$ cat src/rtl/uart_tx_pkg.sv
package uart_tx_pkg;

    typedef enum logic [2:0] {
        ST_IDLE,
        ST_START,
        ST_DATA,
        ST_PARITY,
        ST_STOP
    } tx_state_t;

    typedef enum logic [1:0] {
        PAR_OFF   = 2'b00,
        PAR_EVEN  = 2'b01,
        PAR_ODD   = 2'b10,
        PAR_OFF_B = 2'b11
    } par_mode_t;

endpackage

$ cat src/rtl/uart_tx_hold.sv
module uart_tx_hold #(
    parameter int DATA_W = 8
) (
    input  logic              clk,
    input  logic              rst_n,
    input  logic              tx_en,
    input  logic              en_rise,
    input  logic              wr_valid,
    input  logic [DATA_W-1:0] wr_data,
    input  logic              take,
    output logic              ready,
    output logic              full,
    output logic [DATA_W-1:0] data
);

    logic              ready_q;
    logic              full_q;
    logic [DATA_W-1:0] data_q;

    always_ff @(posedge clk) begin
        if (!rst_n) begin
            ready_q <= 1'b0;
            full_q  <= 1'b0;
            data_q  <= '0;
        end else if (!tx_en) begin
            ready_q <= 1'b0;
            full_q  <= 1'b0;
        end else if (take) begin
            full_q  <= 1'b0;
            ready_q <= 1'b1;
        end else if (wr_valid && ready_q) begin
            full_q  <= 1'b1;
            ready_q <= 1'b0;
            data_q  <= wr_data;
        end else if (en_rise) begin
            ready_q <= 1'b1;
        end
    end

    assign ready = ready_q;
    assign full  = full_q;
    assign data  = data_q;

    AST_HOLD_EXCLUSIVE: assert property (@(posedge clk) disable iff (!rst_n)
        !(ready_q && full_q));

    AST_FULL_WRITE_IGNORED: assert property (@(posedge clk) disable iff (!rst_n)
        (wr_valid && !ready_q && !take) |=> $stable(data_q));

endmodule

$ cat src/rtl/uart_tx_fsm.sv
module uart_tx_fsm
    import uart_tx_pkg::*;
#(
    parameter int DATA_W     = 8,
    parameter int MIN_LEN    = 5,
    parameter int OVERSAMPLE = 16,
    localparam int LEN_W     = $clog2(DATA_W - MIN_LEN + 1),
    localparam int CNT_W     = $clog2(DATA_W + 1),
    localparam int TW        = $clog2(OVERSAMPLE)
) (
    input  logic              clk,
    input  logic              rst_n,
    input  logic              tx_en,
    input  logic              tick,
    input  logic              pend,
    input  logic [DATA_W-1:0] pend_data,
    input  logic [LEN_W-1:0]  cfg_len,
    input  logic [1:0]        cfg_par,
    input  logic              cfg_stop2,
    output logic              take,
    output logic              done,
    output logic              busy,
    output logic              txd
);

    tx_state_t          state_q, state_d;
    logic [TW-1:0]      tcnt_q;
    logic [CNT_W-1:0]   bcnt_q;
    logic [CNT_W-1:0]   nbits_q;
    logic [DATA_W-1:0]  shreg_q;
    logic               par_bit_q;
    logic               par_on_q;
    logic               stop2_q;

    logic               bit_end;
    logic               last_data;
    logic               last_stop;
    logic [CNT_W-1:0]   load_len;
    logic [DATA_W-1:0]  load_mask;
    logic               load_xor;
    par_mode_t          pmode;

    assign pmode     = par_mode_t'(cfg_par);
    assign load_len  = CNT_W'(MIN_LEN) + CNT_W'(cfg_len);
    assign bit_end   = tick && (tcnt_q == TW'(OVERSAMPLE - 1));
    assign last_data = (bcnt_q == nbits_q - CNT_W'(1));
    assign last_stop = (state_q == ST_STOP) && bit_end &&
                       (bcnt_q == (stop2_q ? CNT_W'(1) : CNT_W'(0)));
    assign take      = tx_en && pend && ((state_q == ST_IDLE) || last_stop);
    assign done      = tx_en && last_stop;

    always_comb begin
        for (int i = 0; i < DATA_W; i++) begin
            load_mask[i] = (i < int'(load_len));
        end
        load_xor = ^(pend_data & load_mask);
    end

    // next-state logic
    always_comb begin
        state_d = state_q;
        unique case (state_q)
            ST_IDLE:   if (take) state_d = ST_START;
            ST_START:  if (bit_end) state_d = ST_DATA;
            ST_DATA:   if (bit_end && last_data) state_d = par_on_q ? ST_PARITY : ST_STOP;
            ST_PARITY: if (bit_end) state_d = ST_STOP;
            ST_STOP:   if (last_stop) state_d = take ? ST_START : ST_IDLE;
            default:   state_d = ST_IDLE;
        endcase
        if (!tx_en) state_d = ST_IDLE;
    end

    // state register and datapath
    always_ff @(posedge clk) begin
        if (!rst_n) begin
            state_q   <= ST_IDLE;
            tcnt_q    <= '0;
            bcnt_q    <= '0;
            nbits_q   <= CNT_W'(DATA_W);
            shreg_q   <= '0;
            par_bit_q <= 1'b0;
            par_on_q  <= 1'b0;
            stop2_q   <= 1'b0;
        end else begin
            state_q <= state_d;
            if (!tx_en) begin
                tcnt_q <= '0;
                bcnt_q <= '0;
            end else if (take) begin
                tcnt_q    <= '0;
                bcnt_q    <= '0;
                shreg_q   <= pend_data;
                nbits_q   <= load_len;
                par_on_q  <= (pmode == PAR_EVEN) || (pmode == PAR_ODD);
                par_bit_q <= (pmode == PAR_ODD) ? ~load_xor : load_xor;
                stop2_q   <= cfg_stop2;
            end else if (bit_end) begin
                tcnt_q <= '0;
                if (state_q == ST_DATA) begin
                    shreg_q <= shreg_q >> 1;
                    bcnt_q  <= last_data ? '0 : bcnt_q + CNT_W'(1);
                end else if (state_q == ST_STOP) begin
                    bcnt_q <= bcnt_q + CNT_W'(1);
                end
            end else if (tick && (state_q != ST_IDLE)) begin
                tcnt_q <= tcnt_q + TW'(1);
            end
        end
    end

    // outputs
    always_comb begin
        busy = (state_q != ST_IDLE);
        unique case (state_q)
            ST_START:  txd = 1'b0;
            ST_DATA:   txd = shreg_q[0];
            ST_PARITY: txd = par_bit_q;
            default:   txd = 1'b1;
        endcase
    end

    AST_LOAD_BEFORE_BUSY: assert property (@(posedge clk) disable iff (!rst_n)
        $rose(busy) |-> $past(take));

    AST_DONE_TO_IDLE: assert property (@(posedge clk) disable iff (!rst_n)
        (done && !take) |=> !busy);

endmodule

$ cat src/rtl/uart_tx_status.sv
module uart_tx_status
    import uart_tx_pkg::*;
#(
    parameter int DATA_W     = 8,
    parameter int MIN_LEN    = 5,
    parameter int OVERSAMPLE = 16,
    localparam int LEN_W     = $clog2(DATA_W - MIN_LEN + 1)
) (
    input  logic              clk,
    input  logic              rst_n,
    input  logic              tick16,
    input  logic              tx_en,
    input  logic              wr_valid,
    input  logic [DATA_W-1:0] wr_data,
    input  logic [LEN_W-1:0]  cfg_len,
    input  logic [1:0]        cfg_par,
    input  logic              cfg_stop2,
    output logic              txd,
    output logic              tx_ready,
    output logic              tx_empty
);

    logic              en_q;
    logic              en_rise;
    logic              empty_q;
    logic              hold_full;
    logic [DATA_W-1:0] hold_data;
    logic              take;
    logic              done;
    logic              busy;
    logic              wr_ok;

    assign en_rise = tx_en && !en_q;
    assign wr_ok   = wr_valid && tx_ready;

    uart_tx_hold #(.DATA_W(DATA_W)) u_hold (
        .clk      (clk),
        .rst_n    (rst_n),
        .tx_en    (tx_en),
        .en_rise  (en_rise),
        .wr_valid (wr_valid),
        .wr_data  (wr_data),
        .take     (take),
        .ready    (tx_ready),
        .full     (hold_full),
        .data     (hold_data)
    );

    uart_tx_fsm #(
        .DATA_W     (DATA_W),
        .MIN_LEN    (MIN_LEN),
        .OVERSAMPLE (OVERSAMPLE)
    ) u_fsm (
        .clk       (clk),
        .rst_n     (rst_n),
        .tx_en     (tx_en),
        .tick      (tick16),
        .pend      (hold_full),
        .pend_data (hold_data),
        .cfg_len   (cfg_len),
        .cfg_par   (cfg_par),
        .cfg_stop2 (cfg_stop2),
        .take      (take),
        .done      (done),
        .busy      (busy),
        .txd       (txd)
    );

    always_ff @(posedge clk) begin
        if (!rst_n) begin
            en_q    <= 1'b0;
            empty_q <= 1'b0;
        end else begin
            en_q <= tx_en;
            if (!tx_en)
                empty_q <= 1'b0;
            else if (wr_ok)
                empty_q <= 1'b0;
            else if (done && !take)
                empty_q <= 1'b1;
            else if (en_rise)
                empty_q <= 1'b1;
        end
    end

    assign tx_empty = empty_q;

    AST_DISABLE_CLEARS: assert property (@(posedge clk) disable iff (!rst_n)
        !tx_en |=> (!tx_ready && !tx_empty && txd));

    AST_WRITE_CLEARS: assert property (@(posedge clk) disable iff (!rst_n)
        (wr_valid && tx_ready) |=> (!tx_ready && !tx_empty));

    AST_EMPTY_QUIET: assert property (@(posedge clk) disable iff (!rst_n)
        tx_empty |-> (txd && !busy));

    AST_EMPTY_HAS_READY: assert property (@(posedge clk) disable iff (!rst_n)
        tx_empty |-> tx_ready);

endmodule

$ cat config.mk
export PLATFORM = sky130hd
export DESIGN_NAME = uart_tx_status
export DESIGN_NICKNAME = d
export VERILOG_FILES = /design/src/rtl/uart_tx_pkg.sv /design/src/rtl/uart_tx_hold.sv /design/src/rtl/uart_tx_fsm.sv /design/src/rtl/uart_tx_status.sv
export SDC_FILE = /design/constraint.sdc
export NUM_CORES = 1
export LEC_CHECK = 0
export CAP_MARGIN = 20
export CORE_MARGIN = 2
export CORE_UTILIZATION = 54
export DETAILED_ROUTE_END_ITERATION = 12
export HOLD_SLACK_MARGIN = 0.15
export PLACE_DENSITY_LB_ADDON = 0.3
export SLEW_MARGIN = 20
export SYNTH_ARGS = -nofsm -noshare
export SYNTH_HDL_FRONTEND = slang
export SYNTH_SLANG_ARGS = --single-unit
$ cat constraint.sdc
create_clock -name clk -period 2.2 [get_ports clk]
set_input_delay 0.44 -clock clk [delete_from_list [all_inputs] [get_ports clk]]
set_output_delay 0.44 -clock clk [all_outputs]
set_load 0.01 [all_outputs]
; After elaboration in Yosys (flattened, before gate mapping)
; Cells that the tools add are included.
[classes]
eq_ne = 14
reduce_logical = 32
order_cmp = 8
n_mux = 21
addsub = 4
bitwise_logic = 5
[op_table]
columns = cell, n
row1 = two-way mux 8 bit, 3
row2 = two-way mux 3 bit, 6
row3 = "less-than comparator 3 x 4 -> 1 bit, first input constant", 4
row4 = one-hot mux 3 bit (5 select lines), 1
row5 = two-way mux 4 bit, 3
row6 = logical AND 1 bit, 11
row7 = "adder 4 x 1 -> 4 bit, second input constant", 2
row8 = bitwise AND 8 bit, 1
row9 = equality test 4 bit, 2
row10 = "less-than comparator 1 x 4 -> 1 bit, first input constant", 2
row11 = "less-than comparator 2 x 4 -> 1 bit, first input constant", 2
row12 = "!= test 2 x 1 -> 1 bit, second input constant", 4
row13 = nonzero test 2 bit, 4
row14 = parity 8 bit, 1
row15 = two-way mux 1 bit, 7
row16 = "equality test 3 x 2 -> 1 bit, second input constant", 2
row17 = AND reduction 2 bit, 3
row18 = AND reduction 3 bit, 2
row19 = nonzero test 3 bit, 2
row20 = OR reduction 3 bit, 2
row21 = AND reduction 5 bit, 1
row22 = "adder 3 x 2 -> 4 bit, first input constant", 1
row23 = "equality test 4 bit, second input constant", 1
row24 = NOT 1 bit, 4
row25 = other kinds (11), 13
[word_totals]
out_inout_bits = 3
input_bits = 18
elab_cells = 97
regBits = 38

; Depth between registers and ports, before layout
[logic_depth]
depth_word = 9
mapped_depth = 8
ltp_nobuf = 7

; Hierarchy
; A second synthesis with hierarchy kept.
[hier_totals]
cells_unflattened = 238
hier_area_um2 = 2065.7
[by_module_without_submodules]
columns = module, area_each_um2, n_inst, cells_each
row1 = uart_tx_fsm, 1577.8, 1, 185
row2 = uart_tx_hold, 410.4, 1, 45
row3 = uart_tx_status, 77.6, 1, 8

; Worst setup path after synthesis
; Ideal clock, no wire load.
[synth_timing]
path_type = flip-flop to flip-flop
start = register u_fsm.tcnt_q[0]
end = register u_fsm.shreg_q[5]
arrival_ps = 1673
path_stages_with_launch = 9
path_buffers = 2
path_slack_ps = 407
synth_period_minus_slack_ps = 1793
cell_sequence = dfxtp_1 > ha_1 > and4_4 > buf_6 > a31o_4 > and4_2 > buf_6 > a22oi_1 > a21oi_1
[synth_between]
elab_chain_cells = 8
word_cells_on_any_way = 10
classes_between = eq/ne (1) / mux (1) / reduce/logical (8)
[synth_lines]
columns = item, line
row1 = start: declaration, uart_tx_fsm.sv:27  ; logic [TW-1:0] tcnt_q;
row2 = start signal: assignment, uart_tx_fsm.sv:106  ; tcnt_q <= tcnt_q + TW'(1);
row3 = equality test 4 bit (*), uart_tx_fsm.sv:45  ; assign bit_end = tick && (tcnt_q == TW'(OVERSAMPLE - 1));
row4 = logical AND 1 bit (*), uart_tx_fsm.sv:45
row5 = logical AND 1 bit (2 in a row), uart_tx_fsm.sv:47  ; assign last_stop = (state_q == ST_STOP) && bit_end &&
row6 = logical OR 1 bit, uart_tx_fsm.sv:49  ; assign take = tx_en && pend && ((state_q == ST_IDLE) || last_stop);
row7 = logical AND 1 bit, uart_tx_fsm.sv:49
row8 = nonzero test 2 bit (no source line), -
row9 = AND reduction 3 bit (no source line), -
row10 = end signal: assignment, uart_tx_fsm.sv:92  ; shreg_q <= pend_data;
row11 = end signal: assignment, uart_tx_fsm.sv:100  ; shreg_q <= shreg_q >> 1;
row12 = end: declaration, uart_tx_fsm.sv:30  ; logic [DATA_W-1:0] shreg_q;
; Mark *: on every way between the ends. The rest lies on a longest branch, timed or not.
; A chain may end at the register's enable or synchronous reset.

; Worst setup path after layout
[layout_timing]
start = register u_fsm.state_q[2]
end = output txd
[layout_between]
elab_chain_cells = 2
word_cells_on_any_way = 4
classes_between = eq/ne (3) / mux (1)
[layout_lines]
columns = item, line
row1 = start: declaration, uart_tx_fsm.sv:26  ; tx_state_t state_q, state_d;
row2 = start signal: assignment, uart_tx_fsm.sv:85  ; state_q <= state_d;
row3 = equality test 3 x 2 -> 1 bit / equality test 3 x 1 -> 1 bit (equally long branches), uart_tx_fsm.sv:114  ; unique case (state_q)
row4 = one-hot mux 1 bit (3 select lines) (*), uart_tx_fsm.sv:114
row5 = end: declaration, uart_tx_status.sv:18  ; output logic txd,
; Marked as above.

==> run_results.csv <==
group,metric,value,unit
cells_and_area,drive_gt1_share,11.46,%
route,dr.first_iter.drc_count,123,
route,wl_per_cell,13.52,um
clock_tree,clk_pin_slew_worst_paths,0.08,ns
logic_synthesis,yosys_warnings,0,
route,drc,0,
cells_and_area,area_delta_synth_final,19.43,%
worst_setup_path,crit_path_start,"u_fsm.state_q[2]",
pwr,ir_drop,0.4068,mV
logic_synthesis,ys_types,45,
worst_setup_path,regToRegEndpoint,"u_fsm.bcnt_q[1]",
floorplan,coreArea,3606,um2
logic_synthesis,synthCells,224,
sta,rsz0062_at_grt,"false",
global_routing,grt_max_degree,20,
pwr,power.density,558.5,nW/um2
clock_tree,cts_root_buf,"clkbuf_8",
global_routing,grtUsageTotal,22.29,%
cells_and_area,n_antenna_cell,0,
sta,max_freq,502.2,MHz
floorplan,die_area,4173,um2
clock_tree,cts_sinks,38,
route,route.vias.total,1667,
worst_setup_path,reg2reg_slack,0.29,ns
worst_setup_path,setup.worst_path.end_class,"output pin",
logic_synthesis,synth_fp_nets,249,
floorplan,die_h,64.60,um
clock_tree,cts_resized,0,
worst_setup_path,setup.worst_path.end,"txd",
sta,post-route-period-util,90.50,%
worst_setup_path,worstRegToRegCells,6,
floorplan,die_x,64.60,um
global_routing,antenna_found_initial,0,
clock_tree,post_cts_buffers,0,
placed_design,portBuffers,20,
route,drt-pass1-iter-count,4,
logic_synthesis,avgSynthCellArea,8.853,um2
worst_setup_path,worst_setup_path_start_kind,"register",
worst_setup_path,crit_fanout,9,
cells_and_area,post-route-util,65.68,%
clock_tree,insertion_delay,0.30,ns
sta,worst_pin_slew,0.4168,ns
sta,hold_viol,0,
clock_tree,h-tree-depth,2,
logic_synthesis,synth_flop_cell,"dfxtp_1",
sta,setup_tns,0,ns
logic_synthesis,syn_area,1983,um2
clock_tree,cts_buffers,5,
flow_run,max_cap_viol_count,0,
logic_synthesis,synth_area_leaders,"dfxtp_1 (38%), xnor2_1 (6.2%), nand2_1 (5.1%)",
logic_synthesis,ys_ff_latch,38,
logic_synthesis,synth_top_area_share,38.36,%
logic_synthesis,synth-seq-area-share,38.36,%
pwr,p_leak,0.8749,nW
sta,slew_headroom,72.08,%
global_routing,overflow,0,
clock_tree,clock_path_buffers,2,
global_routing,grt_pass1_wl,7024,um
clock_tree,hold_buffers,0,
sta,period_needed,1.991,ns
cells_and_area,nets,277,
worst_setup_path,worstSetupPathType,"register to output pin",
worst_setup_path,cp.required,1.76,ns
worst_setup_path,worstPathArrival,1.55,ns
route,ant_nets,0,
placed_design,gp_congestion,0.8464,
logic_synthesis,synth-edff-count,0,
sta,setup_viol,0,
route,drt-total-wl,4071,um
worst_setup_path,rr_startpoint,"u_fsm.nbits_q[0]",
floorplan,io_pins,21,
sta,maxSlewViolCount,0,
logic_synthesis,yosys.area.top_type,"dfxtp_1",
run_status,status,"completed",
floorplan,num_rows,22,
route,vias_per_cell,5.538,
clock_tree,cts_tree,"built",
logic_synthesis,async_flop_share,0,%
floorplan,start_util,55.00,%
hold_path,worst_hold_path_type,"register to register",
sta,fin_worst_skew,0.006984,ns
placed_design,place_hpwl,2996,um
global_routing,grt_pass1_vias,1529,
state kept, by name, indices dropped and copies added (netlist names), 3 cells and up:
register	flops
u_fsm.bcnt_q	4
u_fsm.state_q	3
u_fsm.nbits_q	4
u_hold.data	8
u_fsm.tcnt_q	4
u_fsm.shreg_q	8
critical path: stages (launching register included):
cell,delay [ns]
dfxtp_1,0.41
a311o_1,0.36
clkdlybuf4s50_1,0.48
layout by cell type (no fill, tap or decap), types with 2 or more instances in the layout:
cell             count
dfxtp_1             38
nand2_1             27
clkdlybuf4s50_1     20
nor2_1              17
xnor2_1             14
nand3_1             14
a21oi_1             13
inv_1               12
mux2i_1             10
buf_4               10
ha_1                 7
xor2_1               6
clkbuf_8             6
nor3_1               5
o21ai_0              5
o22ai_1              4
a22oi_1              4
o211ai_1             3
a311oi_1             3
nand4_1              2
a31oi_1              2
a21boi_0             2
and4_2               2
nor2b_1              2
o211a_1              2
stage by stage:
stage	hold slack (ns)	area (um2)	cells	total power, mW	setup slack [ns]
floorplan	0.4434	1983	224	0.7731	0.4066
global placement	0.4519	2273	293	0.8297	0.08591
detailed placement	0.4587	2273	293	0.8315	0.07843
CTS	0.4695	2369	301	1.334	0.2030
global route	0.4964	2369	301	1.378	0.1639
finish	0.4680	2369	301	1.323	0.2089
Yosys cell counts (3+ instances only):
cell type  count
o22ai_1        4
dfxtp_1       38
o21ai_0        5
buf_2          4
a22oi_1        4
xor2_1         6
o211ai_1       3
inv_1         12
a311oi_1       3
nand3_1       14
mux2i_1       10
nor2_1        17
nand2_1       27
buf_6          3
nor3_1         5
a21oi_1       13
clkbuf_1       3
ha_1           7
xnor2_1       14
worst min path at each step:
stage	startpoint	cells after the start	endpoint
after floorplan	u_fsm.shreg_q[2]	2	u_fsm.shreg_q[2]
after global placement	u_fsm.shreg_q[1]	2	u_fsm.shreg_q[1]
after detailed placement	u_fsm.shreg_q[1]	2	u_fsm.shreg_q[1]
after CTS	u_fsm.shreg_q[1]	2	u_fsm.shreg_q[1]
after global routing	u_fsm.shreg_q[6]	2	u_fsm.shreg_q[6]
final	u_fsm.shreg_q[1]	2	u_fsm.shreg_q[1]
cells by family (layout without fill, tap and decap cells):
family,after synthesis,in the layout,share of synthesized area [%]
AO/OA/AOI/OAI,47,47,17.22
XOR/XNOR,20,20,8.833
adder cells (fa/ha/maj),7,7,4.416
buffers and inverters,23,52,5.741
flip-flops,38,38,38.36
multiplexers,10,10,5.048
AND/OR/NAND/NOR,79,79,20.38
per-layer routing:
| metal | wire [um] | track usage (%) | vias to the layer above |
|---|---|---|---|
| met4 | 95 | 11.97 | 0 |
| met5 | 0 | 0 | - |
| met2 | 1948 | 36.85 | 48 |
| met1 | 1852 | 27.49 | 762 |
| li1 | - | - | 849 |
| met3 | 175 | 4.167 | 8 |
final cells by class:
cell class                 count  area (um2)
fill                         311        1237
clock buffer                   6       82.58
multi-input combinational    163        1109
timing repair buffer          31       295.3
sequential                    38       760.7
clock inverter                 2       12.51
tap                           48       60.06
inverter                      13       48.80
power by group:
part	internal, mW	switching (mW)
registers	0.696	0.00754
clock network	0.252	0.256
logic	0.0628	0.0485
total	1.01	0.312
(Power assumes the default switching activity.)
